## config.mk

```make
export PLATFORM = sky130hd
export DESIGN_NAME = page_write_buffer
export DESIGN_NICKNAME = d
export VERILOG_FILES = /design/src/rtl/pwb_pkg.sv /design/src/rtl/pwb_addr_ptr.sv /design/src/rtl/pwb_page_latch.sv /design/src/rtl/pwb_commit_timer.sv /design/src/rtl/page_write_buffer.sv
export SDC_FILE = /design/constraint.sdc
export NUM_CORES = 1
export LEC_CHECK = 0
export ABC_AREA = 0
export ABC_CLOCK_PERIOD_IN_PS = 1790
export BUFFER_PORTS_ARGS = -buffer_cell sky130_fd_sc_hd__buf_2
export CAP_MARGIN = 20
export CORE_ASPECT_RATIO = 0.75
export CORE_MARGIN = 2
export CORE_UTILIZATION = 45
export CTS_CLUSTER_SIZE = 20
export DETAILED_ROUTE_END_ITERATION = 7
export PLACE_DENSITY = 0.68
export SLEW_MARGIN = 20
export SYNTH_ARGS = -nofsm -noshare
export SYNTH_HDL_FRONTEND = slang
export SYNTH_SLANG_ARGS = --single-unit
```

## constraint.sdc

```tcl
create_clock -name clk_i -period 1.79 [get_ports clk_i]
set_input_delay 0.2685 -clock clk_i [delete_from_list [all_inputs] [get_ports clk_i]]
set_output_delay 0.2685 -clock clk_i [all_outputs]
set_load 0.02 [all_outputs]
```

## src/rtl/pwb_pkg.sv

```systemverilog
package pwb_pkg;
   typedef enum logic [0:0] {
      PH_IDLE   = 1'b0,
      PH_COMMIT = 1'b1
   } pwb_phase_e;
endpackage

```

## src/rtl/pwb_addr_ptr.sv

```systemverilog
module pwb_addr_ptr #(
   parameter int ADDR_W = 11,
   parameter int OFS_W  = 4
) (
   input  logic                    clk_i,
   input  logic                    rst_ni,
   input  logic                    load_i,
   input  logic [ADDR_W-1:0]       load_addr_i,
   input  logic                    step_i,
   output logic [ADDR_W-OFS_W-1:0] page_o,
   output logic [OFS_W-1:0]        ofs_o
);
   localparam int PAGE_W = ADDR_W - OFS_W;

   logic [PAGE_W-1:0] page_q;
   logic [OFS_W-1:0]  ofs_q;

   always_ff @(posedge clk_i or negedge rst_ni) begin
      if (!rst_ni) begin
         page_q <= '0;
         ofs_q  <= '0;
      end else if (load_i) begin
         page_q <= load_addr_i[ADDR_W-1:OFS_W];
         ofs_q  <= load_addr_i[OFS_W-1:0];
      end else if (step_i) begin
         ofs_q  <= ofs_q + 1'b1;
      end
   end

   assign page_o = page_q;
   assign ofs_o  = ofs_q;


   page_fixed_on_step_chk: assert property (@(posedge clk_i) disable iff (!rst_ni)
      (step_i && !load_i) |=> $stable(page_o));

   ofs_advance_chk: assert property (@(posedge clk_i) disable iff (!rst_ni)
      (step_i && !load_i) |=> (ofs_o == OFS_W'($past(ofs_o) + 1'b1)));
endmodule

```

## src/rtl/pwb_page_latch.sv

```systemverilog
module pwb_page_latch #(
   parameter int DATA_W = 8,
   parameter int DEPTH  = 16,
   parameter int OFS_W  = 4
) (
   input  logic              clk_i,
   input  logic              rst_ni,
   input  logic              clear_i,
   input  logic              wr_en_i,
   input  logic [OFS_W-1:0]  wr_ofs_i,
   input  logic [DATA_W-1:0] wr_data_i,
   input  logic [OFS_W-1:0]  rd_ofs_i,
   output logic [DATA_W-1:0] rd_data_o,
   output logic              rd_loaded_o,
   output logic              any_loaded_o
);
   logic [DEPTH-1:0]  loaded_q;
   logic [DATA_W-1:0] slot_q [DEPTH];

   for (genvar g = 0; g < DEPTH; g++) begin : g_slot
      always_ff @(posedge clk_i or negedge rst_ni) begin
         if (!rst_ni) begin
            loaded_q[g] <= 1'b0;
            slot_q[g]   <= '0;
         end else if (clear_i) begin
            loaded_q[g] <= 1'b0;
         end else if (wr_en_i && (wr_ofs_i == OFS_W'(g))) begin
            loaded_q[g] <= 1'b1;
            slot_q[g]   <= wr_data_i;
         end
      end
   end

   assign rd_data_o    = slot_q[rd_ofs_i];
   assign rd_loaded_o  = loaded_q[rd_ofs_i];
   assign any_loaded_o = |loaded_q;


   byte_marks_slot_chk: assert property (@(posedge clk_i) disable iff (!rst_ni)
      (wr_en_i && !clear_i) |=> any_loaded_o);

   clear_empties_chk: assert property (@(posedge clk_i) disable iff (!rst_ni)
      clear_i |=> !any_loaded_o);
endmodule

```

## src/rtl/pwb_commit_timer.sv

```systemverilog
module pwb_commit_timer
   import pwb_pkg::*;
#(
   parameter int CYCLES = 40,
   parameter int CNT_W  = 6
) (
   input  logic             clk_i,
   input  logic             rst_ni,
   input  logic             launch_i,
   output logic             busy_o,
   output logic [CNT_W-1:0] step_o,
   output logic             done_o
);
   localparam logic [CNT_W-1:0] LAST = CNT_W'(CYCLES - 1);

   pwb_phase_e       phase_q;
   logic [CNT_W-1:0] cnt_q;

   always_ff @(posedge clk_i or negedge rst_ni) begin
      if (!rst_ni) begin
         phase_q <= PH_IDLE;
         cnt_q   <= '0;
      end else if (phase_q == PH_IDLE) begin
         if (launch_i) begin
            phase_q <= PH_COMMIT;
            cnt_q   <= '0;
         end
      end else if (cnt_q == LAST) begin
         phase_q <= PH_IDLE;
         cnt_q   <= '0;
      end else begin
         cnt_q   <= cnt_q + 1'b1;
      end
   end

   assign busy_o = (phase_q == PH_COMMIT);
   assign done_o = busy_o && (cnt_q == LAST);
   assign step_o = cnt_q;


   busy_needs_launch_chk: assert property (@(posedge clk_i) disable iff (!rst_ni)
      $rose(busy_o) |-> $past(launch_i));

   busy_holds_chk: assert property (@(posedge clk_i) disable iff (!rst_ni)
      (busy_o && !done_o) |=> (busy_o && step_o == CNT_W'($past(step_o) + 1'b1)));

   busy_ends_chk: assert property (@(posedge clk_i) disable iff (!rst_ni)
      done_o |=> !busy_o);
endmodule

```

## src/rtl/page_write_buffer.sv

```systemverilog
module page_write_buffer #(
   parameter int ADDR_W       = 11,
   parameter int DATA_W       = 8,
   parameter int PAGE_BYTES   = 16,
   parameter int WRITE_CYCLES = 40
) (
   input  logic              clk_i,
   input  logic              rst_ni,
   input  logic              addr_load_i,
   input  logic [ADDR_W-1:0] addr_i,
   input  logic              byte_valid_i,
   input  logic [DATA_W-1:0] byte_i,
   input  logic              stop_i,
   input  logic              wp_i,
   output logic              busy_o,
   output logic              mem_we_o,
   output logic [ADDR_W-1:0] mem_addr_o,
   output logic [DATA_W-1:0] mem_wdata_o
);
   localparam int OFS_W  = $clog2(PAGE_BYTES);
   localparam int PAGE_W = ADDR_W - OFS_W;
   localparam int CNT_W  = $clog2(WRITE_CYCLES + 1);
   localparam logic [CNT_W-1:0] SWEEP_END = CNT_W'(PAGE_BYTES);

   if (PAGE_BYTES < 2 || PAGE_BYTES != (1 << OFS_W)) begin : g_bad_page
      $error("PAGE_BYTES must be a power of two of at least 2");
   end
   if (WRITE_CYCLES < PAGE_BYTES) begin : g_bad_cycles
      $error("WRITE_CYCLES must cover one sweep of the page latch");
   end
   if (ADDR_W <= OFS_W) begin : g_bad_addr
      $error("ADDR_W must exceed the page offset width");
   end

   logic              idle, do_load, do_byte, do_stop, launch, clear;
   logic              busy, done, any_loaded, rd_loaded;
   logic [CNT_W-1:0]  step;
   logic [PAGE_W-1:0] page;
   logic [OFS_W-1:0]  ofs, sweep_ofs;
   logic [DATA_W-1:0] rd_data;

   assign idle      = !busy;
   assign do_load   = addr_load_i && idle;
   assign do_byte   = byte_valid_i && idle && !addr_load_i;
   assign do_stop   = stop_i && idle;
   assign launch    = do_stop && any_loaded && !wp_i;
   assign clear     = do_load || (do_stop && !launch) || done;
   assign sweep_ofs = step[OFS_W-1:0];

   pwb_addr_ptr #(.ADDR_W(ADDR_W), .OFS_W(OFS_W)) u_ptr (
      .clk_i(clk_i), .rst_ni(rst_ni), .load_i(do_load), .load_addr_i(addr_i),
      .step_i(do_byte), .page_o(page), .ofs_o(ofs)
   );

   pwb_page_latch #(.DATA_W(DATA_W), .DEPTH(PAGE_BYTES), .OFS_W(OFS_W)) u_latch (
      .clk_i(clk_i), .rst_ni(rst_ni), .clear_i(clear), .wr_en_i(do_byte),
      .wr_ofs_i(ofs), .wr_data_i(byte_i), .rd_ofs_i(sweep_ofs),
      .rd_data_o(rd_data), .rd_loaded_o(rd_loaded), .any_loaded_o(any_loaded)
   );

   pwb_commit_timer #(.CYCLES(WRITE_CYCLES), .CNT_W(CNT_W)) u_timer (
      .clk_i(clk_i), .rst_ni(rst_ni), .launch_i(launch),
      .busy_o(busy), .step_o(step), .done_o(done)
   );

   assign busy_o      = busy;
   assign mem_we_o    = busy && (step < SWEEP_END) && rd_loaded;
   assign mem_addr_o  = {page, sweep_ofs};
   assign mem_wdata_o = rd_data;


   write_in_commit_chk: assert property (@(posedge clk_i) disable iff (!rst_ni)
      mem_we_o |-> busy_o);

   page_held_in_commit_chk: assert property (@(posedge clk_i) disable iff (!rst_ni)
      busy_o |=> $stable(page));

   protect_blocks_chk: assert property (@(posedge clk_i) disable iff (!rst_ni)
      (stop_i && wp_i && !busy_o) |=> !busy_o);

   empty_stop_chk: assert property (@(posedge clk_i) disable iff (!rst_ni)
      (stop_i && !busy_o && !any_loaded) |=> !busy_o);

   no_stop_no_commit_chk: assert property (@(posedge clk_i) disable iff (!rst_ni)
      (!busy_o && !stop_i) |=> !busy_o);
endmodule

```

==> metrics <==
Final Skew 0.00943 ns; average wire per standard cell 21.9 um; FF-to-FF Start u_latch.loaded_q[10]; largest cells by area after synthesis dfrtp_1 53%, mux2_2 20%, mux4_2 6.1%, mux2i_1 3.1%, mux2_4 1.6%; Root Buffer clkbuf_16; unrepaired setup endpoints after global routing yes; final period utilization 140%; ant diodes 0; Post-DP Area 8800 um2; CTS tree built; First DRT Iteration DRCs 382; Clk Latency, worst-skew pair 0.43 ns; Max-Cap Viols 0; post-route cell area 10400 um2; Worst Path Max Fanout 11; Ys Warns 0; CP arrival 2.23 ns; DP Cell Count 862; port bufs 45; initial core utilization 45.8%; first-pass GRT wire length 30700 um; HPWL Detailed 12700 um; status complete, but fails checks; core area 16800 um2; failing checks setup timing; Reg power frac 33.6%; vias in the first global route 5305; critical path launch point type register; die width 155 um; via/cell ratio 5.73; die area 18200 um2; R2R setup slack -0.36 ns; Layout Utilization 62.0%; die height 117 um; worst-case headroom to the max-slew limit 68.1%; Synth cell types 43; CP Capture Type primary output; worst endpoint required time 1.52 ns; Clk pwr share 22.3%; dominant synthesized flop cell dfrtp_1; Worst-path clk slew 0.07 ns; CTS sink cnt 162; switching share of power 33.5%; RR Endpoint u_latch.slot_q[101]; Logic pwr share 44.1%; TritonRoute pass-1 iters 5; final cell count without fillers 914; area grow syn2layout 35.3%; Peak VDD IR 0.000850 V; Tightest Pin Transition 0.477 ns; Worst Setup Slack post-DPL -0.434 ns; layout cell share with drive strength beyond 1 56.7%; static leakage 5.14 nW; antenna-violating nets left 0; largest net degree at the start of global routing 45; Via Count 5233; post-synthesis net count 589; CTS H-tree depth 4; Syn Area/Cell 13.8 um2; final setup TNS -44.76 ns; gr ovfl total 0; # rows 41; Post-synth EDFFs 0; io pins 46; Hold Path Class input pin to register; Setup Viol. Count Final 152; Hold Path Origin addr_i[2]; CTS buffer count 17; Final Net Count 716; length in cells of the worst reg-to-reg path 8; Seq/Total Area, Yosys 52.7%; asr flop ratio synth 100%; Routed WL 20100 um; internal power 11.0 mW; switching pwr 5.55 mW; top-count cell post-synth dfrtp_1; Worst Hold Path EP u_ptr.ofs_o[2]; Total GRT Usage 22.5%; top-area cell type share of the netlist area 52.7%; clock buffer depth 2; Synth Register Bits 162; routability cong. 0.889; Worst Hold Path Cells 3; synthesized cell area 7690 um2; dominant cell type by area after synthesis dfrtp_1; WS Path Type register to primary output; final hold vios 0; initial antenna violation count 0; Post-Synthesis Cells 559; fin. max-slew vios 0; Max Clock Freq 400 MHz; top post-synthesis cells by count 162 x dfrtp_1, 136 x mux2_2, 24 x mux2i_1, 23 x o21ai_0, 21 x mux4_2; Final Critical Period 2.50 ns; # DRC 0; Setup WS post-layout -0.708 ns; Pwr Density 1590 nW/um2
[flip-flops by register name (all words and copies together), names as in the netlist]
name / flops
u_timer.step_o: 6
u_timer.busy_o: 1
u_latch.loaded_q: 16
u_ptr.ofs_o: 4
u_latch.slot_q: 128
u_ptr.page_o: 7
[timing repair]
item,4_1_cts,5_1_grt
hold buffers,1,0
endpoints found under the hold margin,39,0
endpoints found under the setup margin,137,159
gates cloned,2,1
pin swaps,9,22
gates resized for setup,142,66
setup buffers,12,8
[power groups by stage]
stage	logic [mW]	clock network, mW	registers, mW
after global placement	5.35	0	5.41
after detailed placement	5.49	0	5.50
after global routing	7.75	3.89	5.69
after CTS	6.58	3.73	5.49
final	7.31	3.69	5.56
after floorplan	3.64	0	5.37
[how the worst max path moves through the flow]
stage | from | to | slack, ns | cells past startpoint
6_report | u_timer.step_o[0] | mem_wdata_o[7] | -0.71 | 6
5_1_grt | u_timer.step_o[2] | mem_wdata_o[0] | -0.79 | 8
4_1_cts | u_timer.step_o[0] | mem_wdata_o[7] | -0.71 | 6
3_5_place_dp | u_timer.step_o[2] | mem_wdata_o[4] | -0.43 | 8
3_3_place_gp | u_timer.step_o[2] | mem_wdata_o[4] | -0.43 | 8
2_1_floorplan | u_timer.step_o[3] | u_latch.slot_q[100] | -0.17 | 7
[layout by cell type, fill, tap and decap left out, types with 15 or more instances in the layout]
cell,n
mux2i_1,22
mux2_4,122
clkbuf_16,18
buf_4,76
mux2_2,22
buf_2,38
dfrtp_1,158
o21a_1,16
mux4_2,21
nor2_1,15
[layer usage]
layer | global-route usage, % | wire, um
met3 | 6.22 | 1100
met5 | 0 | 0
met2 | 33.3 | 9010
met1 | 33.7 | 9790
met4 | 3.70 | 145
[cells by family after synthesis]
group | Yosys count | synth area share [%]
buffers and inverters | 43 | 2.75
AOI/OAI and AO/OA | 79 | 7.13
xor gates and xnor gates | 1 | 0.114
adders and majority gates | 5 | 0.813
and+or+nand+nor | 80 | 5.74
muxes | 189 | 30.7
DFF | 162 | 52.7
[per-stage QoR]
step                      total power [mW]  hold slack [ns]
after floorplan                       9.00          -0.0271
after global placement                10.8            0.224
after detailed placement              11.0            0.234
after CTS                             15.8           0.0503
after global routing                  17.3           0.0619
final                                 16.6           0.0627
[layout make-up]
type,count,area [um2]
Fill cell,1193,6370
Multi-Input combinational cell,356,4240
Sequential cell,162,4060
Timing Repair Buffer,144,1220
Clock buffer,21,470
Tap cell,215,269
Clock inverter,11,130
Inverter,5,18.8
[worst max-delay path, stage by stage (launching register included)]
cell and delay (ns):
dfrtp_2 0.45, buf_12 0.17, buf_12 0.16, mux4_2 0.56, a22oi_2 0.19, nand2_2 0.10
buf_2 0.17
Note: power is estimated with default switching activity, not from simulation.
